**config.mk**
```make
export PLATFORM = sky130hd
export DESIGN_NAME = i2c_ctl_slave
export DESIGN_NICKNAME = d
export VERILOG_FILES = /design/src/rtl/i2c_ctl_pkg.sv /design/src/rtl/i2c_ctl_sync.sv /design/src/rtl/i2c_ctl_link.sv /design/src/rtl/i2c_ctl_regs.sv /design/src/rtl/i2c_ctl_slave.sv
export SDC_FILE = /design/constraint.sdc
export NUM_CORES = 1
export LEC_CHECK = 0
export CAP_MARGIN = 40
export CORE_UTILIZATION = 33
export DETAILED_ROUTE_END_ITERATION = 6
export GPL_TIMING_DRIVEN = 0
export RECOVER_POWER = 25
export SYNTH_ARGS = -nofsm -noshare
export SYNTH_HDL_FRONTEND = slang
export SYNTH_HIERARCHICAL = 1
export SYNTH_SLANG_ARGS = --single-unit
```
**constraint.sdc**
```tcl
create_clock -name clk_i -period 3 [get_ports clk_i]
set_input_delay 0.6 -clock clk_i [delete_from_list [all_inputs] [get_ports clk_i]]
set_output_delay 0.6 -clock clk_i [all_outputs]
set_load 0.005 [all_outputs]
```
**src/rtl/i2c_ctl_pkg.sv**
```systemverilog
package i2c_ctl_pkg;
  localparam int BYTE_W = 8;
  typedef enum logic [2:0] {
    ST_IDLE, ST_ADDR, ST_AACK, ST_WDATA, ST_WACK, ST_RDATA, ST_RACK
  } bit_st_e;
endpackage

```
**src/rtl/i2c_ctl_sync.sv**
```systemverilog
module i2c_ctl_sync #(
  parameter int STAGES = 2
) (
  input  logic clk_i,
  input  logic rst_ni,
  input  logic scl_i,
  input  logic sda_i,
  output logic scl_s_o,
  output logic sda_s_o,
  output logic scl_rise_o,
  output logic scl_fall_o,
  output logic start_o,
  output logic stop_o
);
  logic [STAGES-1:0] scl_ff, sda_ff;
  logic scl_q, sda_q;

  for (genvar g = 0; g < STAGES; g++) begin : g_stage
    if (g == 0) begin : g_first
      always_ff @(posedge clk_i or negedge rst_ni)
        if (!rst_ni) begin
          scl_ff[g] <= 1'b1;
          sda_ff[g] <= 1'b1;
        end else begin
          scl_ff[g] <= scl_i;
          sda_ff[g] <= sda_i;
        end
    end else begin : g_next
      always_ff @(posedge clk_i or negedge rst_ni)
        if (!rst_ni) begin
          scl_ff[g] <= 1'b1;
          sda_ff[g] <= 1'b1;
        end else begin
          scl_ff[g] <= scl_ff[g-1];
          sda_ff[g] <= sda_ff[g-1];
        end
    end
  end

  always_ff @(posedge clk_i or negedge rst_ni)
    if (!rst_ni) begin
      scl_q <= 1'b1;
      sda_q <= 1'b1;
    end else begin
      scl_q <= scl_ff[STAGES-1];
      sda_q <= sda_ff[STAGES-1];
    end

  assign scl_s_o    = scl_ff[STAGES-1];
  assign sda_s_o    = sda_ff[STAGES-1];
  assign scl_rise_o = scl_s_o & ~scl_q;
  assign scl_fall_o = ~scl_s_o & scl_q;
  assign start_o    = scl_s_o & scl_q & sda_q & ~sda_s_o;
  assign stop_o     = scl_s_o & scl_q & ~sda_q & sda_s_o;
endmodule

```
**src/rtl/i2c_ctl_link.sv**
```systemverilog
module i2c_ctl_link
  import i2c_ctl_pkg::*;
#(
  parameter logic [6:0] DEV_ADDR = 7'h42
) (
  input  logic        clk_i,
  input  logic        rst_ni,
  input  logic        sda_s_i,
  input  logic        scl_rise_i,
  input  logic        scl_fall_i,
  input  logic        start_i,
  input  logic        stop_i,
  input  logic [7:0]  status_i,
  output logic        sda_oe_o,
  output logic        byte_vld_o,
  output logic [7:0]  byte_o,
  output bit_st_e     state_o,
  output logic [7:0]  status_cap_o
);
  bit_st_e    state_q;
  logic [3:0] cnt_q;
  logic [7:0] shr_q, tx_q, cap_q, byte_q;
  logic       oe_q, vld_q, rw_q, mack_q;

  always_ff @(posedge clk_i or negedge rst_ni)
    if (!rst_ni) begin
      state_q <= ST_IDLE;
      cnt_q   <= '0;
      shr_q   <= '0;
      tx_q    <= '0;
      cap_q   <= '0;
      byte_q  <= '0;
      oe_q    <= 1'b0;
      vld_q   <= 1'b0;
      rw_q    <= 1'b0;
      mack_q  <= 1'b0;
    end else begin
      vld_q <= 1'b0;
      if (start_i) begin
        state_q <= ST_ADDR;
        cnt_q   <= '0;
        oe_q    <= 1'b0;
      end else if (stop_i) begin
        state_q <= ST_IDLE;
        oe_q    <= 1'b0;
      end else begin
        unique case (state_q)
          ST_ADDR, ST_WDATA: begin
            if (scl_rise_i && cnt_q != 4'd8) begin
              shr_q <= {shr_q[6:0], sda_s_i};
              cnt_q <= cnt_q + 4'd1;
            end else if (scl_fall_i && cnt_q == 4'd8) begin
              cnt_q <= '0;
              if (state_q == ST_ADDR) begin
                if (shr_q[7:1] == DEV_ADDR) begin
                  oe_q    <= 1'b1;
                  state_q <= ST_AACK;
                  rw_q    <= shr_q[0];
                  if (shr_q[0]) cap_q <= status_i;  // freeze status for the read
                end else begin
                  state_q <= ST_IDLE;
                end
              end else begin
                vld_q   <= 1'b1;
                byte_q  <= shr_q;
                oe_q    <= 1'b1;
                state_q <= ST_WACK;
              end
            end
          end
          ST_AACK: if (scl_fall_i) begin
            if (rw_q) begin
              state_q <= ST_RDATA;
              tx_q    <= cap_q;
              oe_q    <= ~cap_q[7];
              cnt_q   <= '0;
            end else begin
              oe_q    <= 1'b0;
              state_q <= ST_WDATA;
            end
          end
          ST_WACK: if (scl_fall_i) begin
            oe_q    <= 1'b0;
            state_q <= ST_WDATA;
          end
          ST_RDATA: if (scl_fall_i) begin
            if (cnt_q == 4'd7) begin
              oe_q    <= 1'b0;
              state_q <= ST_RACK;
            end else begin
              tx_q  <= {tx_q[6:0], 1'b0};
              oe_q  <= ~tx_q[6];
              cnt_q <= cnt_q + 4'd1;
            end
          end
          ST_RACK: begin
            if (scl_rise_i) mack_q <= ~sda_s_i;
            else if (scl_fall_i) begin
              if (mack_q) begin
                state_q <= ST_RDATA;
                tx_q    <= cap_q;
                oe_q    <= ~cap_q[7];
                cnt_q   <= '0;
              end else begin
                state_q <= ST_IDLE;
              end
            end
          end
          default: ;
        endcase
      end
    end

  assign sda_oe_o     = oe_q;
  assign byte_vld_o   = vld_q;
  assign byte_o       = byte_q;
  assign state_o      = state_q;
  assign status_cap_o = cap_q;
endmodule

```
**src/rtl/i2c_ctl_regs.sv**
```systemverilog
module i2c_ctl_regs #(
  parameter int NUM_REGS = 8
) (
  input  logic                  clk_i,
  input  logic                  rst_ni,
  input  logic                  rearm_i,
  input  logic                  byte_vld_i,
  input  logic [7:0]            byte_i,
  output logic [NUM_REGS*8-1:0] regs_o,
  output logic                  wr_stb_o,
  output logic [7:0]            wr_sub_o
);
  localparam logic [8:0] NREG_L = 9'(NUM_REGS);

  logic       want_sub_q, stb_q;
  logic [7:0] sub_q, wsub_q;
  logic       wr_en;

  assign wr_en = byte_vld_i & ~want_sub_q & ~rearm_i & ({1'b0, sub_q} < NREG_L);

  always_ff @(posedge clk_i or negedge rst_ni)
    if (!rst_ni) begin
      want_sub_q <= 1'b1;
      sub_q      <= '0;
      stb_q      <= 1'b0;
      wsub_q     <= '0;
    end else begin
      stb_q <= wr_en;
      if (wr_en) wsub_q <= sub_q;
      if (rearm_i) want_sub_q <= 1'b1;
      else if (byte_vld_i) begin
        if (want_sub_q) sub_q <= byte_i;
        want_sub_q <= ~want_sub_q;
      end
    end

  for (genvar i = 0; i < NUM_REGS; i++) begin : g_reg
    always_ff @(posedge clk_i or negedge rst_ni)
      if (!rst_ni) regs_o[i*8 +: 8] <= '0;
      else if (wr_en && sub_q == 8'(i)) regs_o[i*8 +: 8] <= byte_i;
  end

  assign wr_stb_o = stb_q;
  assign wr_sub_o = wsub_q;
endmodule

```
**src/rtl/i2c_ctl_slave.sv**
```systemverilog
module i2c_ctl_slave
  import i2c_ctl_pkg::*;
#(
  parameter int         NUM_REGS    = 8,
  parameter int         SYNC_STAGES = 2,
  parameter logic [6:0] DEV_ADDR    = 7'h42
) (
  input  logic                  clk_i,
  input  logic                  rst_ni,
  input  logic                  scl_i,
  input  logic                  sda_i,
  output logic                  sda_oe_o,
  input  logic [7:0]            status_i,
  output logic [NUM_REGS*8-1:0] regs_o,
  output logic                  wr_stb_o,
  output logic [7:0]            wr_sub_o
);
  logic scl_s, sda_s, scl_rise, scl_fall, start_p, stop_p;
  logic byte_vld;
  logic [7:0] byte_d, status_cap;
  bit_st_e link_state;

  i2c_ctl_sync #(.STAGES(SYNC_STAGES)) u_sync (
    .clk_i, .rst_ni, .scl_i, .sda_i,
    .scl_s_o(scl_s), .sda_s_o(sda_s), .scl_rise_o(scl_rise),
    .scl_fall_o(scl_fall), .start_o(start_p), .stop_o(stop_p)
  );

  i2c_ctl_link #(.DEV_ADDR(DEV_ADDR)) u_link (
    .clk_i, .rst_ni, .sda_s_i(sda_s), .scl_rise_i(scl_rise),
    .scl_fall_i(scl_fall), .start_i(start_p), .stop_i(stop_p),
    .status_i, .sda_oe_o, .byte_vld_o(byte_vld), .byte_o(byte_d),
    .state_o(link_state), .status_cap_o(status_cap)
  );

  i2c_ctl_regs #(.NUM_REGS(NUM_REGS)) u_regs (
    .clk_i, .rst_ni, .rearm_i(start_p | stop_p), .byte_vld_i(byte_vld),
    .byte_i(byte_d), .regs_o, .wr_stb_o, .wr_sub_o
  );
endmodule

```
==> reports/qor.txt <==
status - complete, no violations
Slew Viols, Final - 0
ANT cells - 0
post-cts gate resize count - 0
clock power share - 44.8%
CTS Buf Count - 17
CTS tree - built
ANT nets after route - 0
Worst VDD drop - 0.377 mV
Hold Path Class - flop to flop
clock slew at reported path FFs - 50 ps
design area - 7230 sq um
vias in the first global route - 3552
hold buffers post-CTS - 0
WP data arrival - 2960 ps
ys flop type - dfrtp_1
cells along the critical path - and4b_1 -> or2_1 -> nor4b_1 -> buf_2 -> and4_1 -> buf_4 -> mux2_2
DRT iter0 DRCs - 131
WP data required - 3290 ps
Slowest-stage cell, CP - dfstp_1
overall global routing resource usage - 14.7%
max_slew headroom - 16.4%
routed len/inst - 16.0 microns
Final min period - 2670 ps
Sequential Power Share - 41.0%
Sw Pwr - 1.20 mW
first-pass detailed-route iteration total - 4
via count - 3482
Final Instance Count excl. Fillers - 715
core area - 16100 sq um
first-pass GRT wire length - 19000 microns
Cell Pwr Density - 670 nW/um^2
post-DR vias/cell - 4.87
layout cell share with drive strength beyond 1 - 34.3%
CTS sink count - 130
sw frac - 24.7%
share of the synthesized area in the top cell type - 56.1%
Worst setup EP type - flop
RSZ-0062 raised after global routing - false
Yosys warnings - 6
wirelength, routed - 11500 microns
Nets - 501
largest net degree at the start of global routing - 80
startpoint type of the worst setup path - flop
# H-tree levels - 4
DIE WIDTH - 131 microns
number of synthesized flops with an enable pin - 0
clock skew - 13.1 ps
P_leak - 3.38 nW
Internal Power - 3.65 mW
register area share after synthesis - 59.5%
Synth Instances - 382
Yosys top cell by area - dfrtp_1
number of synthesized register bits - 130
Max-cap violations - 0
Post-Syn Area per Cell - 14.4 sq um
placed cell count - 684
Max Root-Sink Buffers - 2
Area contributors post-synth - dfrtp_1, mux2_2, dfstp_2
die area - 17100 sq um
Post-DP Area - 6630 sq um
CP delay by family, top - simple AND/OR/NAND/NOR gates
detailed placer's ending HPWL - 7860 microns
worst slew pin tran - 1250 ps
GP Congestion - 0.836
post-route worst setup slack - 329 ps
Synth Cell Area - 5480 sq um
endpoints failing setup - 0
worst-path fanout max - 9
Final period util - 89.0%
Critical path buffers and inverters - 2
CTS root buf - clkbuf_16
antenna violations before repair - 0
Place WS - 385 ps
Worst-Skew Late Latency - 410 ps
FP Rows - 46
syn nets - 396
Fin. Hold Viols - 0
Residual DRC - 0
reg2reg setup slack - 330 ps
setup repair bufs after CTS - 0
Ports - 86
Gate power share - 14.3%
Die Y-Extent - 131 microns
GRT overflow - 0
largest stage delay on the critical path - 590 ps
PortBufs - 85
Async S/R FF share, synth - 100%
Area Overhead vs Synth - 31.9%
Setup Crit Path Kind - flop to flop
Starting Density - 34.1%
fmax - 0.374 GHz
post-synthesis cell type count - 54
cells in the final DEF, fill, tap and decap left out, types with 7 or more instances in the layout:
master           count
o21ai_0             17
nand3_1              9
mux2_2              99
nand2_1             19
clkbuf_16           17
nand4_2              9
inv_1                7
clkdlybuf4s50_1     82
dfrtp_1            123
final timing paths:
kind                       cells after the start           endpoint              from
setup / recovery                               7  u_regs/regs_o[62]    u_sync/sda_s_o
hold reg to reg                                0     u_sync/sda_s_o  u_sync/sda_ff[0]
setup reg to reg                               7  u_regs/regs_o[62]    u_sync/sda_s_o
min in group asynchronous                      1    u_regs/wr_stb_o            rst_ni
max in group asynchronous                      2    u_link/cnt_q[3]            rst_ni
hold / removal                                 0     u_sync/sda_s_o  u_sync/sda_ff[0]
flip-flops by register name, indices dropped and copies added, names as in the netlist:
signal / flops
u_sync/sda_q: 1
u_sync/sda_ff: 1
u_regs/want_sub_q: 1
u_regs/regs_o: 64
u_sync/scl_ff: 1
u_link/status_cap_o: 8
u_link/shr_q: 8
u_link/mack_q: 1
u_link/byte_vld_o: 1
u_sync/scl_s_o: 1
u_link/cnt_q: 4
u_regs/wr_stb_o: 1
u_link/sda_oe_o: 1
u_sync/sda_s_o: 1
u_link/byte_o: 8
u_regs/sub_q: 8
u_link/tx_q: 7
u_link/rw_q: 1
u_link/state_o: 3
u_sync/scl_q: 1
u_regs/wr_sub_o: 8
power by group through the flow:
stage	clock network (mW)	logic, mW	registers (mW)
2_1_floorplan	0	0.521	1.98
3_3_place_gp	0	0.671	2.01
3_5_place_dp	0	0.697	2.01
5_1_grt	2.31	0.776	2.00
6_report	2.17	0.691	1.99
4_1_cts	2.22	0.702	1.99
Yosys cell counts, types with 3 or more instances:
library cell	n
and2_1	6
buf_2	3
buf_4	4
dfrtp_1	123
dfstp_2	7
inv_1	7
mux2_2	99
mux2i_1	6
nand2_1	19
nand3_1	9
nand3b_1	5
nand4_2	9
nor2_1	4
nor2b_1	6
o211ai_1	5
o21ai_0	17
stage by stage:
step                      util [%]  TNS (ps)  hold slack [ps]  total power [mW]
final                         45.1         0              360              4.85
after global routing          45.1         0              365              5.10
after CTS                     45.2         0              142              4.91
after detailed placement      41.3         0              349              2.71
after global placement        41.1   -462640              349              2.68
after floorplan                  -         0              304              2.50
metal layers:
layer	track usage (%)	vias to the layer above	part of all wire, %
li1	-	1613	-
met1	18.9	1778	47
met2	23.9	84	48
met3	4.19	7	4.4
met4	4.67	0	0.71
met5	0	-	0
logic make-up after synthesis:
group	count (synthesis)	synth area share, %
AOI/OAI and AO/OA	38	5.00
xor gates and xnor gates	2	0.320
DFF	130	59.5
adders and majority gates	2	0.456
buffers and inverters	15	1.51
muxes	106	21.7
and+or+nand+nor	89	11.5
final cells by class:
class                      instances  area (sq um)
buffer                             8          56.3
timing repair buffer              86           853
multi-input combinational        237          2140
tap                              216           270
sequential                       130          3260
clock buffer                      23           478
inverter                           7          26.3
clock inverter                     8           150
fill                            1430          8820
Note: power is estimated with default switching activity, not from simulation.
